File: config.mk
export PLATFORM = sky130hd
export DESIGN_NAME = pixel_byte_packer
export DESIGN_NICKNAME = d
export VERILOG_FILES = /design/src/rtl/pxb_pkg.sv /design/src/rtl/pxb_format.sv /design/src/rtl/pxb_bitbuf.sv /design/src/rtl/pixel_byte_packer.sv
export SDC_FILE = /design/constraint.sdc
export NUM_CORES = 1
export LEC_CHECK = 0
export ABC_AREA = 1
export BUFFER_PORTS_ARGS = -buffer_cell sky130_fd_sc_hd__buf_2
export CAP_MARGIN = 20
export CORE_ASPECT_RATIO = 1.1
export CORE_MARGIN = 4
export CORE_UTILIZATION = 60
export DETAILED_ROUTE_END_ITERATION = 16
export PLACE_DENSITY_LB_ADDON = 0.3
export SYNTH_ARGS = -nofsm -noshare
export SYNTH_HDL_FRONTEND = slang
export SYNTH_SLANG_ARGS = --single-unit
File: constraint.sdc
create_clock -name clk -period 3.55 [get_ports clk]
set_input_delay 0.5325 -clock clk [delete_from_list [all_inputs] [get_ports clk]]
set_output_delay 0.5325 -clock clk [all_outputs]
set_load 0.05 [all_outputs]
File: src/rtl/pxb_pkg.sv
`timescale 1ns/1ps
package pxb_pkg;
    localparam int COMP_W = 8;
    localparam int PIX_W  = 3 * COMP_W;

    localparam logic [5:0] DT_RGB565  = 6'h0E;
    localparam logic [5:0] DT_RGB666P = 6'h1E;
    localparam logic [5:0] DT_RGB666L = 6'h2E;
    localparam logic [5:0] DT_RGB888  = 6'h3E;

    typedef enum logic [1:0] {ST_IDLE, ST_LINE, ST_DRAIN} pk_state_e;
    typedef enum logic [2:0] {FMT_565, FMT_666P, FMT_666L, FMT_888, FMT_RAW} fmt_e;

    function automatic fmt_e decode_dtype(input logic [5:0] dt);
        fmt_e f;
        case (dt)
            DT_RGB565:  f = FMT_565;
            DT_RGB666P: f = FMT_666P;
            DT_RGB666L: f = FMT_666L;
            DT_RGB888:  f = FMT_888;
            default:    f = FMT_RAW;
        endcase
        return f;
    endfunction
endpackage

File: src/rtl/pxb_format.sv
`timescale 1ns/1ps
module pxb_format
    import pxb_pkg::*;
#(
    parameter int NB_W = $clog2(PIX_W + 1)
) (
    input  logic [PIX_W-1:0] pix,
    input  fmt_e             fmt,
    output logic [PIX_W-1:0] word,
    output logic [NB_W-1:0]  nbits
);
    logic [COMP_W-1:0] lane_r, lane_g, lane_b;

    always_comb begin
        lane_r = pix[3*COMP_W-1:2*COMP_W];
        lane_b = pix[2*COMP_W-1:COMP_W];
        lane_g = pix[COMP_W-1:0];
        word   = pix;
        nbits  = NB_W'(PIX_W);
        unique case (fmt)
            FMT_565: begin
                word  = {8'h00, lane_b[7:3], lane_g[7:2], lane_r[7:3]};
                nbits = NB_W'(16);
            end
            FMT_666P: begin
                word  = {6'h00, lane_b[7:2], lane_g[7:2], lane_r[7:2]};
                nbits = NB_W'(18);
            end
            FMT_666L: begin
                word  = {lane_b[7:2], 2'b00, lane_g[7:2], 2'b00, lane_r[7:2], 2'b00};
                nbits = NB_W'(24);
            end
            FMT_888: begin
                word  = {lane_b, lane_g, lane_r};
                nbits = NB_W'(24);
            end
            FMT_RAW: begin
                word  = pix;
                nbits = NB_W'(24);
            end
        endcase
    end

    always_comb begin
        a_r5_width_legal: assert (nbits == NB_W'(16) || nbits == NB_W'(18) || nbits == NB_W'(24));
    end
endmodule

File: src/rtl/pxb_bitbuf.sv
`timescale 1ns/1ps
module pxb_bitbuf
    import pxb_pkg::*;
#(
    parameter int BUF_PIX = 2,
    parameter int NB_W    = $clog2(PIX_W + 1),
    localparam int BUF_W  = BUF_PIX * PIX_W,
    localparam int CNT_W  = $clog2(BUF_W + 8)
) (
    input  logic             clk,
    input  logic             rst_n,
    input  logic             push,
    input  logic [PIX_W-1:0] word,
    input  logic [NB_W-1:0]  nbits,
    input  logic             pad,
    input  logic             pop,
    output logic [7:0]       head,
    output logic [CNT_W-1:0] fill
);
    logic [BUF_W-1:0] buf_q, buf_n, shifted, incoming;
    logic [CNT_W-1:0] cnt_q, cnt_n, cnt_pop, cnt_sum, pad_sum;

    always_comb begin
        shifted  = pop ? (buf_q >> 8) : buf_q;
        cnt_pop  = pop ? (cnt_q - CNT_W'(8)) : cnt_q;
        incoming = {{(BUF_W-PIX_W){1'b0}}, word} << cnt_pop;
        cnt_sum  = cnt_pop + CNT_W'(nbits);
        pad_sum  = cnt_sum + CNT_W'(7);
        buf_n    = shifted;
        cnt_n    = cnt_pop;
        if (push) begin
            buf_n = shifted | incoming;
            cnt_n = pad ? {pad_sum[CNT_W-1:3], 3'b000} : cnt_sum;
        end
    end

    always_ff @(posedge clk) begin
        if (!rst_n) begin
            buf_q <= '0;
            cnt_q <= '0;
        end else begin
            buf_q <= buf_n;
            cnt_q <= cnt_n;
        end
    end

    assign head = buf_q[7:0];
    assign fill = cnt_q;

    a_r9_no_overflow: assert property (@(posedge clk) disable iff (!rst_n)
        cnt_q <= CNT_W'(BUF_W));
    a_r9_pop_legal: assert property (@(posedge clk) disable iff (!rst_n)
        pop |-> cnt_q >= CNT_W'(8));
endmodule

File: src/rtl/pixel_byte_packer.sv
`timescale 1ns/1ps
module pixel_byte_packer
    import pxb_pkg::*;
#(
    parameter int BUF_PIX = 2,
    parameter int LCNT_W  = 16,
    localparam int BUF_W  = BUF_PIX * PIX_W,
    localparam int CNT_W  = $clog2(BUF_W + 8),
    localparam int NB_W   = $clog2(PIX_W + 1)
) (
    input  logic              clk,
    input  logic              rst_n,
    input  logic              in_valid,
    output logic              in_ready,
    input  logic [PIX_W-1:0]  in_pix,
    input  logic              in_sof,
    input  logic              in_eol,
    input  logic [5:0]        in_dtype,
    output logic              out_valid,
    input  logic              out_ready,
    output logic [7:0]        out_byte,
    output logic              out_sof,
    output logic              out_last,
    output logic [LCNT_W-1:0] line_bytes
);
    pk_state_e         state_q, state_n;
    fmt_e              fmt_q, fmt_cur;
    logic              take, fire, sof_q;
    logic [PIX_W-1:0]  word;
    logic [NB_W-1:0]   nbits;
    logic [CNT_W-1:0]  fill;
    logic [LCNT_W-1:0] lcnt_q;

    pxb_format #(.NB_W(NB_W)) u_format (
        .pix   (in_pix),
        .fmt   (fmt_cur),
        .word  (word),
        .nbits (nbits)
    );

    pxb_bitbuf #(.BUF_PIX(BUF_PIX), .NB_W(NB_W)) u_bitbuf (
        .clk   (clk),
        .rst_n (rst_n),
        .push  (take),
        .word  (word),
        .nbits (nbits),
        .pad   (in_eol),
        .pop   (fire),
        .head  (out_byte),
        .fill  (fill)
    );

    // outputs and handshake
    always_comb begin
        fmt_cur    = (state_q == ST_IDLE) ? decode_dtype(in_dtype) : fmt_q;
        in_ready   = (state_q != ST_DRAIN) && (fill <= CNT_W'(BUF_W - PIX_W));
        take       = in_valid && in_ready;
        out_valid  = fill >= CNT_W'(8);
        fire       = out_valid && out_ready;
        out_last   = (state_q == ST_DRAIN) && (fill == CNT_W'(8));
        out_sof    = sof_q && out_valid;
        line_bytes = lcnt_q + LCNT_W'(1);
    end

    // next state
    always_comb begin
        state_n = state_q;
        unique case (state_q)
            ST_IDLE:  if (take) state_n = in_eol ? ST_DRAIN : ST_LINE;
            ST_LINE:  if (take && in_eol) state_n = ST_DRAIN;
            ST_DRAIN: if (fire && out_last) state_n = ST_IDLE;
        endcase
    end

    // state register
    always_ff @(posedge clk) begin
        if (!rst_n) state_q <= ST_IDLE;
        else        state_q <= state_n;
    end

    // line context
    always_ff @(posedge clk) begin
        if (!rst_n) begin
            fmt_q  <= FMT_RAW;
            sof_q  <= 1'b0;
            lcnt_q <= '0;
        end else begin
            if (take && state_q == ST_IDLE) fmt_q <= fmt_cur;
            if (take && in_sof && state_q == ST_IDLE) sof_q <= 1'b1;
            else if (fire) sof_q <= 1'b0;
            if (fire) lcnt_q <= out_last ? '0 : lcnt_q + LCNT_W'(1);
        end
    end

    a_r9_hold_byte: assert property (@(posedge clk) disable iff (!rst_n)
        out_valid && !out_ready |=> out_valid && $stable(out_byte));
    a_r10_drain_blocks: assert property (@(posedge clk) disable iff (!rst_n)
        state_q == ST_DRAIN |-> !in_ready);
    a_r7_drain_aligned: assert property (@(posedge clk) disable iff (!rst_n)
        state_q == ST_DRAIN |-> fill[2:0] == 3'b000);
    a_r7_count_min: assert property (@(posedge clk) disable iff (!rst_n)
        out_last |-> line_bytes >= LCNT_W'(2));
    a_r11_type_held: assert property (@(posedge clk) disable iff (!rst_n)
        state_q == ST_LINE && state_n == ST_LINE |=> $stable(fmt_q));
endmodule

# Yosys cells after proc, flatten, opt, wreduce, memory -nomap -nowiden
# Cells that the tools add are included.
dict set report word_totals {
  regBits 76
  in_bits 36
  output_inout_bits 28
  elab_cells 61
}
dict set report op_classes {
  addsub 4
  n_lt_le_gt_ge 2
  n_eq_ne 15
  shift 1
  mux 17
  bitwise_logic 1
  n_reduce_logical 15
}
# cell n
set op_table {}
lappend op_table {{24-bit case mux with 5 select lines} 1}
lappend op_table {{48-bit 2-to-1 mux} 2}
lappend op_table {{48-bit OR} 1}
lappend op_table {{24-bit by 6-bit << shifter with 48-bit output} 1}
lappend op_table {{6-bit 2-to-1 mux} 3}
lappend op_table {{16-bit by 1-bit adder with 16-bit output (second input constant)} 1}
lappend op_table {{16-bit 2-to-1 mux} 1}
lappend op_table {{5-bit case mux with 3 select lines} 1}
lappend op_table {{6-bit by 4-bit == test with 1-bit output (second input constant)} 2}
lappend op_table {{6-bit == test (second input constant)} 2}
lappend op_table {{3-bit case mux with 4 select lines} 1}
lappend op_table {{1-bit logical AND} 10}
lappend op_table {{2-bit 2-to-1 mux} 4}
lappend op_table {{6-bit by 3-bit adder with 6-bit output (second input constant)} 1}
lappend op_table {{6-bit by 5-bit adder with 6-bit output} 1}
lappend op_table {{3-bit by 2-bit == test with 1-bit output (second input constant)} 2}
lappend op_table {{6-bit by 5-bit == test with 1-bit output (second input constant)} 1}
lappend op_table {{6-bit by 4-bit greater-or-equal comparator with 1-bit output (second input constant)} 1}
lappend op_table {{6-bit by 5-bit less-or-equal comparator with 1-bit output (second input constant)} 1}
lappend op_table {{2-bit != test (second input constant)} 3}
lappend op_table {{2-bit case mux with 3 select lines} 1}
lappend op_table {{6-bit by 4-bit subtractor with 6-bit output (second input constant)} 1}
lappend op_table {{3-bit by 1-bit == test with 1-bit output (second input constant)} 1}
lappend op_table {{3-bit == test (second input constant)} 1}
lappend op_table {{other kinds (10)} 11}

# Logic depth before layout (Yosys ltp)
dict set report logic_depth {
  depth_word 10
  depth_mapped 21
  mapped_depth_nobuf 20
}

# By module
# A second synthesis with hierarchy kept.
dict set report unflattened {
  cells_unflattened 1079
  hier_area_um2 6513.7
}
# module n_inst cells_per_inst area_per_inst_um2 seq_area_each_um2
set modules_own_cells {}
lappend modules_own_cells {pxb_bitbuf 1 717 4336.7 1081.0}
lappend modules_own_cells {pixel_byte_packer 1 214 1438.9 440.4}
lappend modules_own_cells {pxb_format 1 148 738.2 0.0}

# Least setup slack after synthesis
# Ideal clock, no wire load.
dict set report synth_timing {
  kind {register -> register}
  from {register u_bitbuf.cnt_q[4], in the netlist u_bitbuf.fill[4]}
  to {register u_bitbuf.cnt_q[5], in the netlist u_bitbuf.fill[5]}
  setup_time_ns 0.070
  arrival_ns 2.981
  t_required_ns 3.480
  slack_ns 0.499
  stages_incl_launch_ff 21
  n_path_buf 2
  period_less_slack_ns 3.051
  cell_sequence {dfxtp_1 inv_1 ha_1 nand2_2 nand4_4 nand2_4 inv_2 nand2_1 o21a_1 buf_2 inv_2 buf_2 ha_1 a31o_2 xnor2_1 nand2_1 nand2_1 nand2_1 nor2_1 o21ai_0 a21oi_1}
}
dict set report synth_between {
  elab_chain_cells 7
  word_cells_on_any_way 11
  classes_between {add/sub (3); order compare (2); mux (3); reduce/logical (3)}
}
# element line_no
set synth_rtl {}
lappend synth_rtl {{start, declared} pxb_bitbuf.sv:21} ;# logic [CNT_W-1:0] cnt_q, cnt_n, cnt_pop, cnt_sum, pad_sum;
lappend synth_rtl {{start signal, assigned} pxb_bitbuf.sv:43} ;# cnt_q <= cnt_n;
lappend synth_rtl {{6-bit by 4-bit greater-or-equal comparator with 1-bit output *} pixel_byte_packer.sv:58} ;# out_valid = fill >= CNT_W'(8);
lappend synth_rtl {{net out_valid} pixel_byte_packer.sv:19} ;# output logic out_valid,
lappend synth_rtl {{1-bit logical AND *} pixel_byte_packer.sv:59} ;# fire = out_valid && out_ready;
lappend synth_rtl {{6-bit 2-to-1 mux *} pxb_bitbuf.sv:25} ;# cnt_pop = pop ? (cnt_q - CNT_W'(8)) : cnt_q;
lappend synth_rtl {{6-bit by 5-bit adder with 6-bit output} pxb_bitbuf.sv:27} ;# cnt_sum = cnt_pop + CNT_W'(nbits);
lappend synth_rtl {{6-bit by 3-bit adder with 6-bit output} pxb_bitbuf.sv:28} ;# pad_sum = cnt_sum + CNT_W'(7);
lappend synth_rtl {{6-bit 2-to-1 mux} pxb_bitbuf.sv:33} ;# cnt_n = pad ? {pad_sum[CNT_W-1:3], 3'b000} : cnt_sum;
lappend synth_rtl {{6-bit 2-to-1 mux *} pxb_bitbuf.sv:31} ;# if (push) begin
# The timed path passes the listed nets; every way through them passes the cells marked *.
# A chain may end at the register's enable or synchronous reset.

# Worst setup path in the final report
dict set report layout_timing {
  from {register lcnt_q[0]}
  to {output line_bytes[14]}
}
dict set report layout_between {
  elab_chain_cells 1
}
# element line_no
set layout_rtl {}
lappend layout_rtl {{start, declared} pixel_byte_packer.sv:32} ;# logic [LCNT_W-1:0] lcnt_q;
lappend layout_rtl {{start signal, assigned} pixel_byte_packer.sv:91} ;# if (fire) lcnt_q <= out_last ? '0 : lcnt_q + LCNT_W'(1);
lappend layout_rtl {{16-bit by 1-bit adder with 16-bit output} pixel_byte_packer.sv:62} ;# line_bytes = lcnt_q + LCNT_W'(1);
lappend layout_rtl {{end, declared} pixel_byte_packer.sv:24} ;# output logic [LCNT_W-1:0] line_bytes
# Every way passes these cells.

==> qor.txt <==
Run status: finished, final reports clean
Fin nets: 985
Fin Setup TNS: 0 ps
Leak pwr: 2.92 nW
Startpoint types: flop
Post-synthesis sequential area ratio: 25.8%
Tot GR Track Use: 27.2%
Placed Area: 6010 sq um
Final instance area: 6250 sq um
CTS buffer count: 9
RSZ-0062 raised after global routing: false
Post-synth top cells: 274 x nand2_1, 132 x nand3_1, 85 x inv_1, 75 x dfxtp_1, 45 x a21oi_1
Vias in the first global route: 5275
Ant diodes: 0
Mapped Cells: 914
Most used cell, CP: nand3_1
Avg Vias per Cell: 5.67
WP data required: 3020 ps
CTS tree: yes
Maxcap violations: 0
Die span in y: 111 um
Library cells used by synthesis: 50
Clock Root Buffer: clkbuf_8
Initial Utilization: 61.9%
Final Max Slew Viols: 0
Crit end category: output pin
Rel. slew slack: 37.4%
Io pins: 64
Number of flops mapped to enable cells by yosys: 0
Max Fclk: 334 MHz
Hold WC Path Type: input port to flop
Crit-path max cell delay: 370 ps
Layout cell share with drive strength beyond 1: 15.9%
Core area: 9400 sq um
Register bit count reported by yosys: 75
Area contributors post-synth: dfxtp_1 26%, nand2_1 18%, nand3_1 11%
IO Port Bufs: 63
Max Root-Sink Buffers: 2
CP max-delay cell: dfxtp_1
Top cell type by total area after synthesis: dfxtp_1
Die W: 102 um
Avg WL per Cell: 14.1 um
First-pass GRT wire length: 25500 um
RD Place Congestion: 0.997
Layout Area Growth over Synthesis: 7.31%
Final wirelength: 15000 um
Via count: 6023
Worst-path clk slew: 80 ps
Max Clock Skew: 12.1 ps
Crit path DAT: 2460 ps
Worst-path fanout max: 3
Post-route ant nets: 0
Post-CTS resize count: 0
Remaining Overflow, GRT: 0
Syn_nets: 959
Largest net degree at the start of global routing: 78
Setup bufs post-CTS: 0
Initial DRC count: 517
YS warnings: 0
Post-CTS Hold Buffers: 0
CTS H-tree depth: 3
Synth top area share: 25.8%
Pre-antenna DRT Iters: 6
Std cell rows: 37
Clock Sink Count: 75
Most used DFF post-synth: dfxtp_1
Initial antenna violation count: 0
Ys async rst share: 0%
Critical path class: flop to output pin
Post-detail-place hpwl: 11000 um
Mean Syn Cell Area: 6.37 sq um
Worst vdd ir: 415 uV
Worst skew pair latency: 360 ps
Synthesized area: 5820 sq um
Hold depth: 3
Critical path, cell by cell: ha_1, nand3_1, nor2_1, nand3_1, nor2_1, nand3_1, nor3_1, xor2_1, buf_2
Tcrit/Tclk final: 84.3%
DRC viols: 0
Worst-Margin Slew: 938 ps
Final Hold Vio Count: 0
Path depth of the worst reg2reg path: 19
Final setup violation count: 0
Die Footprint: 11300 sq um
Pwr/cell area: 804 nW/um^2
Count leader, synth: nand2_1
Minimum clock period after layout: 2990 ps
final cells by class:
class	instances	area, sq um
Sequential cell	75	1500
Tap cell	117	146
Multi-Input combinational cell	687	3640
Timing Repair Buffer	71	388
Inverter	96	360
Clock inverter	5	60.1
Fill cell	914	3150
Clock buffer	11	151
stage by stage:
stage / worst slack, ps / hold slack (ps) / utilization, % / cells / total power [mW]
final: 558 / 413 / 66.5 / 1062 / 5.02
after global routing: 241 / 415 / 66.5 / 1062 / 5.47
after CTS: 566 / 404 / 66.2 / 1061 / 4.99
after detailed placement: 582 / 457 / 64.0 / 1045 / 4.27
after global placement: 674 / 451 / 64.0 / 1045 / 4.23
after floorplan: 499 / 440 / - / 914 / 3.76
metal layers:
layer  share of wire (%)  GRT usage (%)  up-vias
met2                  43           39.7      216
li1                    -              -     3077
met5                   0              0        -
met1                  48           41.1     2705
met4                 2.1           7.79        0
met3                 6.8           4.41       25
cells in the final DEF (no fill, tap or decap), types with 3 or more instances in the layout:
master	count
a211oi_1	4
a21oi_1	45
a21oi_2	3
a22oi_1	5
a31oi_1	23
buf_2	63
buf_4	7
clkbuf_8	11
dfxtp_1	75
ha_1	9
inv_1	84
inv_2	12
mux2i_1	12
nand2_1	274
nand2_2	4
nand2_4	6
nand3_1	132
nand3_2	8
nand4_1	20
nor2_1	34
nor2_2	8
nor2_4	4
nor3_1	6
o21ai_0	28
o21ai_1	9
o21ai_2	5
o22ai_1	6
o22ai_2	3
or2_1	3
xnor2_1	6
xor2_1	8
worst max-delay path: cells and delay by family (launching register included):
kind,cells,cell delay [ps]
and+or+nand+nor,6,1030
DFF,1,370
buffers and inverters,1,300
xor gates and xnor gates,1,220
adders and majority gates,1,200
where the power goes:
part / switching (mW) / total, mW / internal [mW]
registers: 0.130 / 1.24 / 1.11
logic: 2.13 / 3.08 / 0.946
clock network: 0.337 / 0.703 / 0.366
total: 2.60 / 5.02 / 2.42
worst paths after layout:
check,from,endpoint,slack (ps)
setup / recovery,lcnt_q[0],line_bytes[14],560
hold / removal,in_sof,sof_q,410
setup reg to reg,state_q[0],u_bitbuf.fill[5],590
hold reg to reg,sof_q,sof_q,470
logic make-up after synthesis:
| logic type | Yosys count | synth area share [%] |
|---|---|---|
| fa+ha+maj | 9 | 1.93 |
| buf+inv | 152 | 11.7 |
| xor+xnor | 15 | 2.58 |
| flops | 75 | 25.8 |
| mux | 12 | 2.06 |
| compound gates | 142 | 14.7 |
| simple gates | 509 | 41.2 |
sequential cells by signal, indices dropped and copies added (netlist names):
signal and flops:
u_bitbuf.buf_q 48, lcnt_q 16, u_bitbuf.fill 5, fmt_q 3, state_q 2, sof_q 1
No activity file was read; power rests on OpenSTA's default activity.
